**src/rtl/audclk_pkg.sv**
```systemverilog
package audclk_pkg;
    localparam int CTRL_W   = 32;
    localparam int EN_BIT   = 31;
    localparam int POL_BIT  = 19;
    localparam int FSEL_LSB = 17;
    localparam int BSEL_BIT = 16;

    localparam logic [1:0] FCODE_BAD = 2'd3;

    typedef enum logic [1:0] {
        ST_IDLE = 2'd0,
        ST_RUN  = 2'd1,
        ST_HOLD = 2'd2
    } run_state_e;
endpackage

```
**src/rtl/audclk_ctrl_fsm.sv**
```systemverilog
module audclk_ctrl_fsm
    import audclk_pkg::*;
(
    input  logic       clk_i,
    input  logic       rst_ni,
    input  logic       en_i,
    input  logic [1:0] fcode_i,
    output run_state_e state_q,
    output run_state_e state_d,
    output logic       bclk_run_o,
    output logic       frame_run_o
);
    logic code_ok;
    assign code_ok = (fcode_i != FCODE_BAD);

    // next-state logic
    always_comb begin
        state_d = state_q;
        unique case (state_q)
            ST_IDLE: begin
                if (en_i && code_ok)  state_d = ST_RUN;   // T_ENABLE
                else if (en_i)        state_d = ST_HOLD;  // T_ENABLE_BAD
            end
            ST_RUN: begin
                if (!en_i)            state_d = ST_IDLE;  // T_DISABLE
                else if (!code_ok)    state_d = ST_HOLD;  // T_BADCODE
            end
            ST_HOLD: begin
                if (!en_i)            state_d = ST_IDLE;  // T_DISABLE
                else if (code_ok)     state_d = ST_RUN;   // T_GOODCODE
            end
            default:                  state_d = ST_IDLE;
        endcase
    end

    // state register
    always_ff @(posedge clk_i or negedge rst_ni) begin
        if (!rst_ni) state_q <= ST_IDLE;
        else         state_q <= state_d;
    end

    // outputs, taken from the next state so control acts at this edge
    always_comb begin
        bclk_run_o  = 1'b0;
        frame_run_o = 1'b0;
        unique case (state_d)
            ST_RUN:  begin bclk_run_o = 1'b1; frame_run_o = 1'b1; end
            ST_HOLD: begin bclk_run_o = 1'b1; frame_run_o = 1'b0; end
            default: begin bclk_run_o = 1'b0; frame_run_o = 1'b0; end
        endcase
    end
endmodule

```
**src/rtl/audclk_bclk_gen.sv**
```systemverilog
module audclk_bclk_gen #(
    parameter int DIV_LO = 2,
    parameter int DIV_HI = 4
) (
    input  logic clk_i,
    input  logic rst_ni,
    input  logic run_i,
    input  logic sel_hi_i,
    output logic bclk_q,
    output logic rise_o,
    output logic fall_o
);
    localparam int HALF_LO = DIV_LO / 2;
    localparam int HALF_HI = DIV_HI / 2;
    localparam int CNT_W   = $clog2(HALF_HI + 1);

    logic [CNT_W-1:0] cnt_q;
    logic [CNT_W-1:0] last;
    logic             toggle;

    assign last   = sel_hi_i ? CNT_W'(HALF_HI - 1) : CNT_W'(HALF_LO - 1);
    assign toggle = run_i && (cnt_q >= last);
    assign rise_o = toggle && !bclk_q;
    assign fall_o = toggle &&  bclk_q;

    always_ff @(posedge clk_i or negedge rst_ni) begin
        if (!rst_ni) begin
            cnt_q  <= '0;
            bclk_q <= 1'b0;
        end else if (!run_i) begin
            cnt_q  <= '0;
            bclk_q <= 1'b0;
        end else if (toggle) begin
            cnt_q  <= '0;
            bclk_q <= !bclk_q;
        end else begin
            cnt_q  <= cnt_q + 1'b1;
        end
    end
endmodule

```
**src/rtl/audclk_frame_gen.sv**
```systemverilog
module audclk_frame_gen #(
    parameter int FRAME_MIN = 32,
    parameter int NCODES    = 3
) (
    input  logic       clk_i,
    input  logic       rst_ni,
    input  logic       active_i,
    input  logic       count_i,
    input  logic       pol_fall_i,
    input  logic [1:0] code_i,
    input  logic       rise_i,
    input  logic       fall_i,
    output logic       frame_q
);
    localparam int HALF_MAX = (FRAME_MIN << (NCODES - 1)) / 2;
    localparam int CNT_W    = $clog2(HALF_MAX);

    logic [CNT_W-1:0] cnt_q;
    logic [CNT_W-1:0] last;
    logic             step;
    int               last_int;

    always_comb begin
        last_int = ((FRAME_MIN / 2) << code_i) - 1;
        last     = CNT_W'(last_int);
    end

    assign step = count_i && (pol_fall_i ? fall_i : rise_i);

    always_ff @(posedge clk_i or negedge rst_ni) begin
        if (!rst_ni) begin
            cnt_q   <= '0;
            frame_q <= 1'b0;
        end else if (!active_i) begin
            cnt_q   <= '0;
            frame_q <= 1'b0;
        end else if (step) begin
            if (cnt_q >= last) begin
                cnt_q   <= '0;
                frame_q <= !frame_q;
            end else begin
                cnt_q   <= cnt_q + 1'b1;
            end
        end
    end
endmodule

```
**src/rtl/audio_clkdiv.sv**
```systemverilog
module audio_clkdiv
    import audclk_pkg::*;
#(
    parameter int DIV_LO    = 2,
    parameter int DIV_HI    = 4,
    parameter int FRAME_MIN = 32
) (
    input  logic              clk_i,
    input  logic              rst_ni,
    input  logic [CTRL_W-1:0] ctrl_i,
    output logic              bclk_o,
    output logic              frame_o
);
    run_state_e state_q;
    run_state_e state_d;
    logic       bclk_run;
    logic       frame_run;
    logic       rise;
    logic       fall;
    logic [1:0] fcode;
    logic       unused_ctrl;

    assign fcode       = ctrl_i[FSEL_LSB +: 2];
    assign unused_ctrl = ^{ctrl_i[30:20], ctrl_i[15:0]};

    audclk_ctrl_fsm u_fsm (
        .clk_i       (clk_i),
        .rst_ni      (rst_ni),
        .en_i        (ctrl_i[EN_BIT]),
        .fcode_i     (fcode),
        .state_q     (state_q),
        .state_d     (state_d),
        .bclk_run_o  (bclk_run),
        .frame_run_o (frame_run)
    );

    audclk_bclk_gen #(.DIV_LO(DIV_LO), .DIV_HI(DIV_HI)) u_bclk (
        .clk_i    (clk_i),
        .rst_ni   (rst_ni),
        .run_i    (bclk_run),
        .sel_hi_i (ctrl_i[BSEL_BIT]),
        .bclk_q   (bclk_o),
        .rise_o   (rise),
        .fall_o   (fall)
    );

    audclk_frame_gen #(.FRAME_MIN(FRAME_MIN), .NCODES(3)) u_frame (
        .clk_i      (clk_i),
        .rst_ni     (rst_ni),
        .active_i   (bclk_run),
        .count_i    (frame_run),
        .pol_fall_i (ctrl_i[POL_BIT]),
        .code_i     (fcode),
        .rise_i     (rise),
        .fall_i     (fall),
        .frame_q    (frame_o)
    );
endmodule

```
**config.mk**
```make
export PLATFORM = sky130hd
export DESIGN_NAME = audio_clkdiv
export DESIGN_NICKNAME = d
export VERILOG_FILES = /design/src/rtl/audclk_pkg.sv /design/src/rtl/audclk_ctrl_fsm.sv /design/src/rtl/audclk_bclk_gen.sv /design/src/rtl/audclk_frame_gen.sv /design/src/rtl/audio_clkdiv.sv
export SDC_FILE = /design/constraint.sdc
export NUM_CORES = 1
export LEC_CHECK = 0
export BUFFER_PORTS_ARGS = -buffer_cell sky130_fd_sc_hd__buf_2
export CAP_MARGIN = 20
export CORE_MARGIN = 10
export CORE_UTILIZATION = 29
export DETAILED_ROUTE_END_ITERATION = 12
export PLACE_DENSITY = 0.64
export SKIP_LAST_GASP = 1
export SYNTH_ARGS = -nofsm -noshare
export SYNTH_HDL_FRONTEND = slang
export SYNTH_SLANG_ARGS = --single-unit
```
**constraint.sdc**
```tcl
create_clock -name clk_i -period 1.8 [get_ports clk_i]
set_clock_uncertainty 0.1 [all_clocks]
set_input_delay 0.45 -clock clk_i [delete_from_list [all_inputs] [get_ports clk_i]]
set_output_delay 0.45 -clock clk_i [all_outputs]
set_load 0.1 [all_outputs]
```
### Yosys cells after proc, flatten, opt, wreduce, memory -nomap -nowiden

Index checks and enable logic that the tools add are counted.

* register bits after elaboration: 12
* bits of input ports: 34
* output and inout port bits: 2
* logic and storage cells: 50

* add/subtract/negate cells: 3
* magnitude comparators: 2
* equal/unequal tests: 8
* shift operators: 1
* multiplexer cells: 21
* reduce and logical (&&, ||, !) cells: 10

Operator list (count)
* 6-bit 2-to-1 mux: 3
* 2-bit 2-to-1 mux: 8
* 1-bit 2-to-1 mux: 9
* 6-bit by 1-bit adder with 6-bit output, second input constant: 1
* 6-bit >= comparator: 1
* 2-bit one-hot mux with 3 select lines: 1
* 5-bit by 2-bit << shifter with 6-bit output, first input constant: 1
* 6-bit by 2-bit subtractor with 6-bit output, second input constant: 1
* 1-bit logical AND: 5
* 2-bit by 1-bit == test with 1-bit output, second input constant: 2
* 2-bit == test, second input constant: 2
* 2-bit by 1-bit inequality test with 1-bit output, second input constant: 2
* 2-bit inequality test, second input constant: 2
* 2-bit by 1-bit adder with 2-bit output, second input constant: 1
* 2-bit >= comparator: 1
* 1-bit logical NOT: 2
* 2-bit logical NOT: 1
* 2-bit AND reduction: 1
* 2-bit OR reduction: 1

### Longest topological paths before layout

* depth in word-level cells: 13
* depth in mapped cells: 8
* mapped depth without buffers: 8

### By module

From an unflattened synthesis, not the netlist that was laid out.

* cells, all modules: 63
* area total of the unflattened synthesis: 689.4 sq um

By module, submodules not included
* audclk_frame_gen: times used 1, cells each 42, area each 434.2 sq um, seq. area each 175.2 sq um
* audclk_bclk_gen: times used 1, cells each 13, area each 155.1 sq um, seq. area each 75.1 sq um
* audclk_ctrl_fsm: times used 1, cells each 8, area each 100.1 sq um, seq. area each 50.0 sq um

### Least setup slack after synthesis

Ideal clock, no wire load.

* path kind: input to register
* start: input port ctrl_i[31]
* end: register u_frame.frame_q
* setup time: 70 ps
* arrival: 1926 ps
* data required time: 1630 ps
* slack: -296 ps
* cell stages on the path: 8
* path buffers: 0
* cells stage by stage: a21boi_0 nand3_1 inv_1 ha_1 inv_1 a41oi_4 or4_1 nand2_1

* word-level cells in the longest chain between the ends: 12
* elaborated cells between the ends (all ways): 20
* those cells by class: 4 x eq/ne; 9 x mux; 7 x reduce/logical

Ends and longest elaborated chain
* from (decl): line audio_clkdiv.sv:10 `input logic [CTRL_W-1:0] ctrl_i,`
* 2-bit 2-to-1 mux or 1-bit logical AND (tied branches): line audclk_ctrl_fsm.sv:22, audclk_ctrl_fsm.sv:21
* 2-bit 2-to-1 mux: line audclk_ctrl_fsm.sv:21 `if (en_i && code_ok) state_d = ST_RUN;`
* 2-bit one-hot mux with 3 select lines (*): line audclk_ctrl_fsm.sv:19 `unique case (state_q)`
* via state_d[1]: line audio_clkdiv.sv:15 `run_state_e state_d;`
* 2-bit == test or 2-bit by 1-bit == test with 1-bit output (tied branches): line audclk_ctrl_fsm.sv:46 `unique case (state_d)`
* 2-bit OR reduction (no line)
* 1-bit 2-to-1 mux: line audclk_ctrl_fsm.sv:46
* 1-bit logical AND: line audclk_bclk_gen.sv:22 `assign toggle = run_i && (cnt_q >= last);`
* 1-bit logical AND, on equally long branches: line audclk_bclk_gen.sv:23, audclk_bclk_gen.sv:24
* 1-bit 2-to-1 mux: line audclk_frame_gen.sv:28 `assign step = count_i && (pol_fall_i ? fall_i : rise_i);`
* 1-bit logical AND: line audclk_frame_gen.sv:28
* 2-bit by 1-bit inequality test with 1-bit output (no line)
* 2-bit AND reduction (no line)
* to (signal assigned): line audclk_frame_gen.sv:40 `frame_q <= !frame_q;`
* to (decl): line audclk_frame_gen.sv:13 `output logic frame_q`

Mark *: on every way through the listed nets, which the timed path passes. The rest lies on a longest branch.
A chain may end at the register's enable or synchronous reset.

### Worst setup path in the final report

* start: register u_fsm.state_q[1]
* end: register u_frame.frame_q

* word-level cells in the longest chain between the ends: 12
* elaborated cells between the ends (all ways): 24
* those cells by class: 6 x eq/ne; 11 x mux; 7 x reduce/logical

Ends and longest elaborated chain
* from (decl): line audclk_ctrl_fsm.sv:8 `output run_state_e state_q,`
* from (signal assigned): line audclk_ctrl_fsm.sv:39 `else state_q <= state_d;`
* 2-bit 2-to-1 mux, on equally long branches: line audclk_ctrl_fsm.sv:30, audclk_ctrl_fsm.sv:22, audclk_ctrl_fsm.sv:26
* 2-bit 2-to-1 mux, on equally long branches: line audclk_ctrl_fsm.sv:29, audclk_ctrl_fsm.sv:21, audclk_ctrl_fsm.sv:25
* 2-bit one-hot mux with 3 select lines (*): line audclk_ctrl_fsm.sv:19
* 2-bit == test or 2-bit by 1-bit == test with 1-bit output (tied branches): line audclk_ctrl_fsm.sv:46
* 2-bit OR reduction (no line)
* 1-bit 2-to-1 mux: line audclk_ctrl_fsm.sv:46
* 1-bit logical AND: line audclk_bclk_gen.sv:22
* 1-bit logical AND, on equally long branches: line audclk_bclk_gen.sv:23, audclk_bclk_gen.sv:24
* 1-bit 2-to-1 mux: line audclk_frame_gen.sv:28
* 1-bit logical AND: line audclk_frame_gen.sv:28
* 2-bit by 1-bit inequality test with 1-bit output (no line)
* 2-bit AND reduction (no line)

Every way passes the cells marked *; elsewhere a longest branch is shown, timed or not.

==> impl_metrics.json <==
{
  "instances_no_fill": 121,
  "synth_top_flop_cell": "dfrtp_1",
  "dieArea_um2": 4680,
  "antenna_found_initial": 0,
  "path_class": "reg2reg",
  "slew_headroom": 0.677,
  "tns_ns": -0.0608,
  "path_buf_inv": 1,
  "yosys_register_bits": 12,
  "arrival_ns": 1.97,
  "grt-ovfl-total": 0,
  "cp_top_family": "simple AND/OR/NAND/NOR gates",
  "wl_per_cell_um": 10.8,
  "fin_ws_ns": -0.0542,
  "place_hpwl_um": 1020,
  "p_per_area_nw_per_um2": 845,
  "post-place-cells": 116,
  "remaining_drc_errors": 0,
  "maxSlewViolCount": 0,
  "layout-drive-gt1-share": 0.452,
  "drt_pass1_iterations": 4,
  "period_share": 1.03,
  "cts.path.max_buffers": 2,
  "finalSetupViolCount": 2,
  "diodes": 0,
  "synth.distinct_cells": 22,
  "syn_area_um2": 681,
  "core.rowCount": 17,
  "clkLatencyLatePin_ns": 0.27,
  "htreeDepth": 1,
  "outcome": "finished, violations left",
  "nets": 134,
  "required_ns": 1.92,
  "rsz0062_at_grt": "true",
  "synth-edff-count": 0,
  "maxCapViolations": 0,
  "crit_path_max_incr_delay_ns": 0.46,
  "clock-root-buffer": "clkbuf_4",
  "path_max_fanout": 4,
  "antenna_left": 0,
  "async_flop_share": 1.00,
  "numCtsBuffers": 3,
  "num_vias": 573,
  "routed_wl_um": 1300,
  "cts_tree": "yes",
  "synth_fp_nets": 109,
  "r2r_cells": 7,
  "grt_max_degree": 13,
  "holdPathStages": 1,
  "grt_first_pass_wirelength_um": 2280,
  "end_kind": "flip-flop",
  "start_kind": "flip-flop",
  "hold_viol": 0,
  "slowest_stage": "or4_4",
  "seq_area_frac_synth": 0.441,
  "fill_cells": 224,
  "clock_sinks": 12,
  "die_y_um": 68.4,
  "grtUsageTotal": 0.0613,
  "syn_inst": 69,
  "syn_avg_cell_area_um2": 9.86,
  "violations": "negative setup slack",
  "die_w_um": 68.4,
  "viasPerCell": 4.74,
  "yosysWarnings": 0,
  "globalplace.congestion": 0.886,
  "clock.fmax_mhz": 539,
  "drt_iter0_drc": 7,
  "hp-class": "reg2reg",
  "p_leak_nw": 0.441,
  "ir_worst_vdd_mv": 0.504,
  "ioPinCount": 36,
  "core_region_area_um2": 2230,
  "worstMarginPinSlew_ns": 0.488,
  "path_clk_slew_ns": 0.08,
  "fin_crit_ns": 1.85,
  "cp_num_cells": 7,
  "portBuffers": 8,
  "start_util": 0.305,
  "area_growth_pct": 39.3,
  "grt_pass1_vias": 586,
  "path_cells": "a21boi_2, nand2_2, ha_4, a211oi_4, buf_6, or4_4, nand2_1"
}
## final cells by class
type	count	area, um2	area share
inverter	10	37.5	0.0396
multi-input combinational	46	390	0.412
sequential	12	302	0.318
timing repair buffer	21	148	0.156
tap	28	35.0	0.0369
clock buffer	4	36.3	0.0383
## path summary, 6_finish.rpt
kind                                            startpoint  slack (ns)                          end
worst min-delay path             u_bclk.cnt_q[0]$_DFF_PN0_        0.36    u_bclk.cnt_q[0]$_DFF_PN0_
worst max register to register  u_fsm.state_q[1]$_DFF_PN0_       -0.05  u_frame.frame_q$_DFFE_PN0P_
max in group asynchronous                           rst_ni        0.90    u_bclk.bclk_q$_DFFE_PN0P_
min in group asynchronous                           rst_ni        0.48  u_frame.frame_q$_DFFE_PN0P_
worst min register to register   u_bclk.cnt_q[0]$_DFF_PN0_        0.36    u_bclk.cnt_q[0]$_DFF_PN0_
worst max-delay path            u_fsm.state_q[1]$_DFF_PN0_       -0.05  u_frame.frame_q$_DFFE_PN0P_
## metal layers
metal / up-vias / GRT usage / share of wire / wire length, um
li1: 289 / - / - / -
met2: 11 / 0.111 / 0.51 / 663
met3: 0 / 0.0310 / 0.055 / 72
met5: - / 0 / 0 / 0
met1: 273 / 0.0666 / 0.43 / 567
met4: 0 / 0 / 0 / 0
## power by group
group / internal (mW) / switching, mW
registers: 0.295 / 0.0173
logic: 0.107 / 0.168
clock network: 0.123 / 0.0908
## cell usage in the layout (no fill, tap or decap)
cell type	count
a211oi_4	1
a21boi_2	1
a21oi_1	2
a21oi_2	2
a41o_1	1
a41oi_4	1
and3_1	1
buf_2	8
buf_4	10
buf_6	2
clkbuf_4	3
clkbuf_8	1
dfrtp_1	11
dfrtp_2	1
dlygate4sd3_1	1
ha_1	3
ha_2	1
ha_4	2
inv_1	6
inv_2	4
nand2_1	7
nand2_2	1
nand2b_1	1
nand2b_4	1
nand3_1	3
nand3_2	1
nand4_1	1
nor2_1	3
nor3_1	2
o21ai_0	1
o21ai_1	2
o22ai_1	4
or3b_4	1
or4_4	1
xnor2_1	2
## flip-flops by register name (all words and copies together), names as in the netlist
| signal | cells |
|---|---|
| u_frame.cnt_q | 6 |
| u_frame.frame_q | 1 |
| u_bclk.cnt_q | 2 |
| u_bclk.bclk_q | 1 |
| u_fsm.state_q | 2 |
## kinds of logic (layout without fill, tap and decap cells)
| group | after synthesis | count (layout) | share of synthesized area |
|---|---|---|---|
| compound gates | 15 | 15 | 0.184 |
| buf+inv | 11 | 35 | 0.0625 |
| flops | 12 | 12 | 0.441 |
| simple gates | 23 | 23 | 0.176 |
| fa+ha+maj | 6 | 6 | 0.110 |
| xor+xnor | 2 | 2 | 0.0257 |
## Yosys cell counts (all sizes together), types with 2 or more instances
master,number,area (um2)
a21oi,4,20.0
dfrtp,12,300
ha,6,75.1
inv,10,37.5
nand2,8,30.0
nand2b,2,20.0
nand3,4,20.0
nor2,3,11.3
nor3,2,10.0
o21ai,3,15.0
o22ai,4,25.0
xnor2,2,17.5
## metrics by stage
| step | util | hold WS [ns] | setup WS [ns] | total power [mW] | instance area, um2 |
|---|---|---|---|---|---|
| final | 0.425 | 0.361 | -0.0542 | 0.801 | 948 |
| after global routing | 0.425 | 0.375 | -0.148 | 0.852 | 948 |
| after CTS | 0.420 | 0.343 | -0.0575 | 0.805 | 937 |
| after detailed placement | 0.390 | 0.245 | -0.282 | 0.578 | 871 |
| after global placement | 0.390 | 0.243 | -0.259 | 0.574 | 871 |
| after floorplan | - | 0.0544 | -0.154 | 0.494 | 717 |
## repair_timing
action                                 in CTS  in global routing
gates resized for setup                     8                  4
buffers inserted                            0                  0
endpoints found under the hold margin      12                  0
pin swaps                                   8                  3
hold buffers                                1                  0
setup endpoints to repair                   6                  7
No activity file was read; power rests on OpenSTA's default activity.
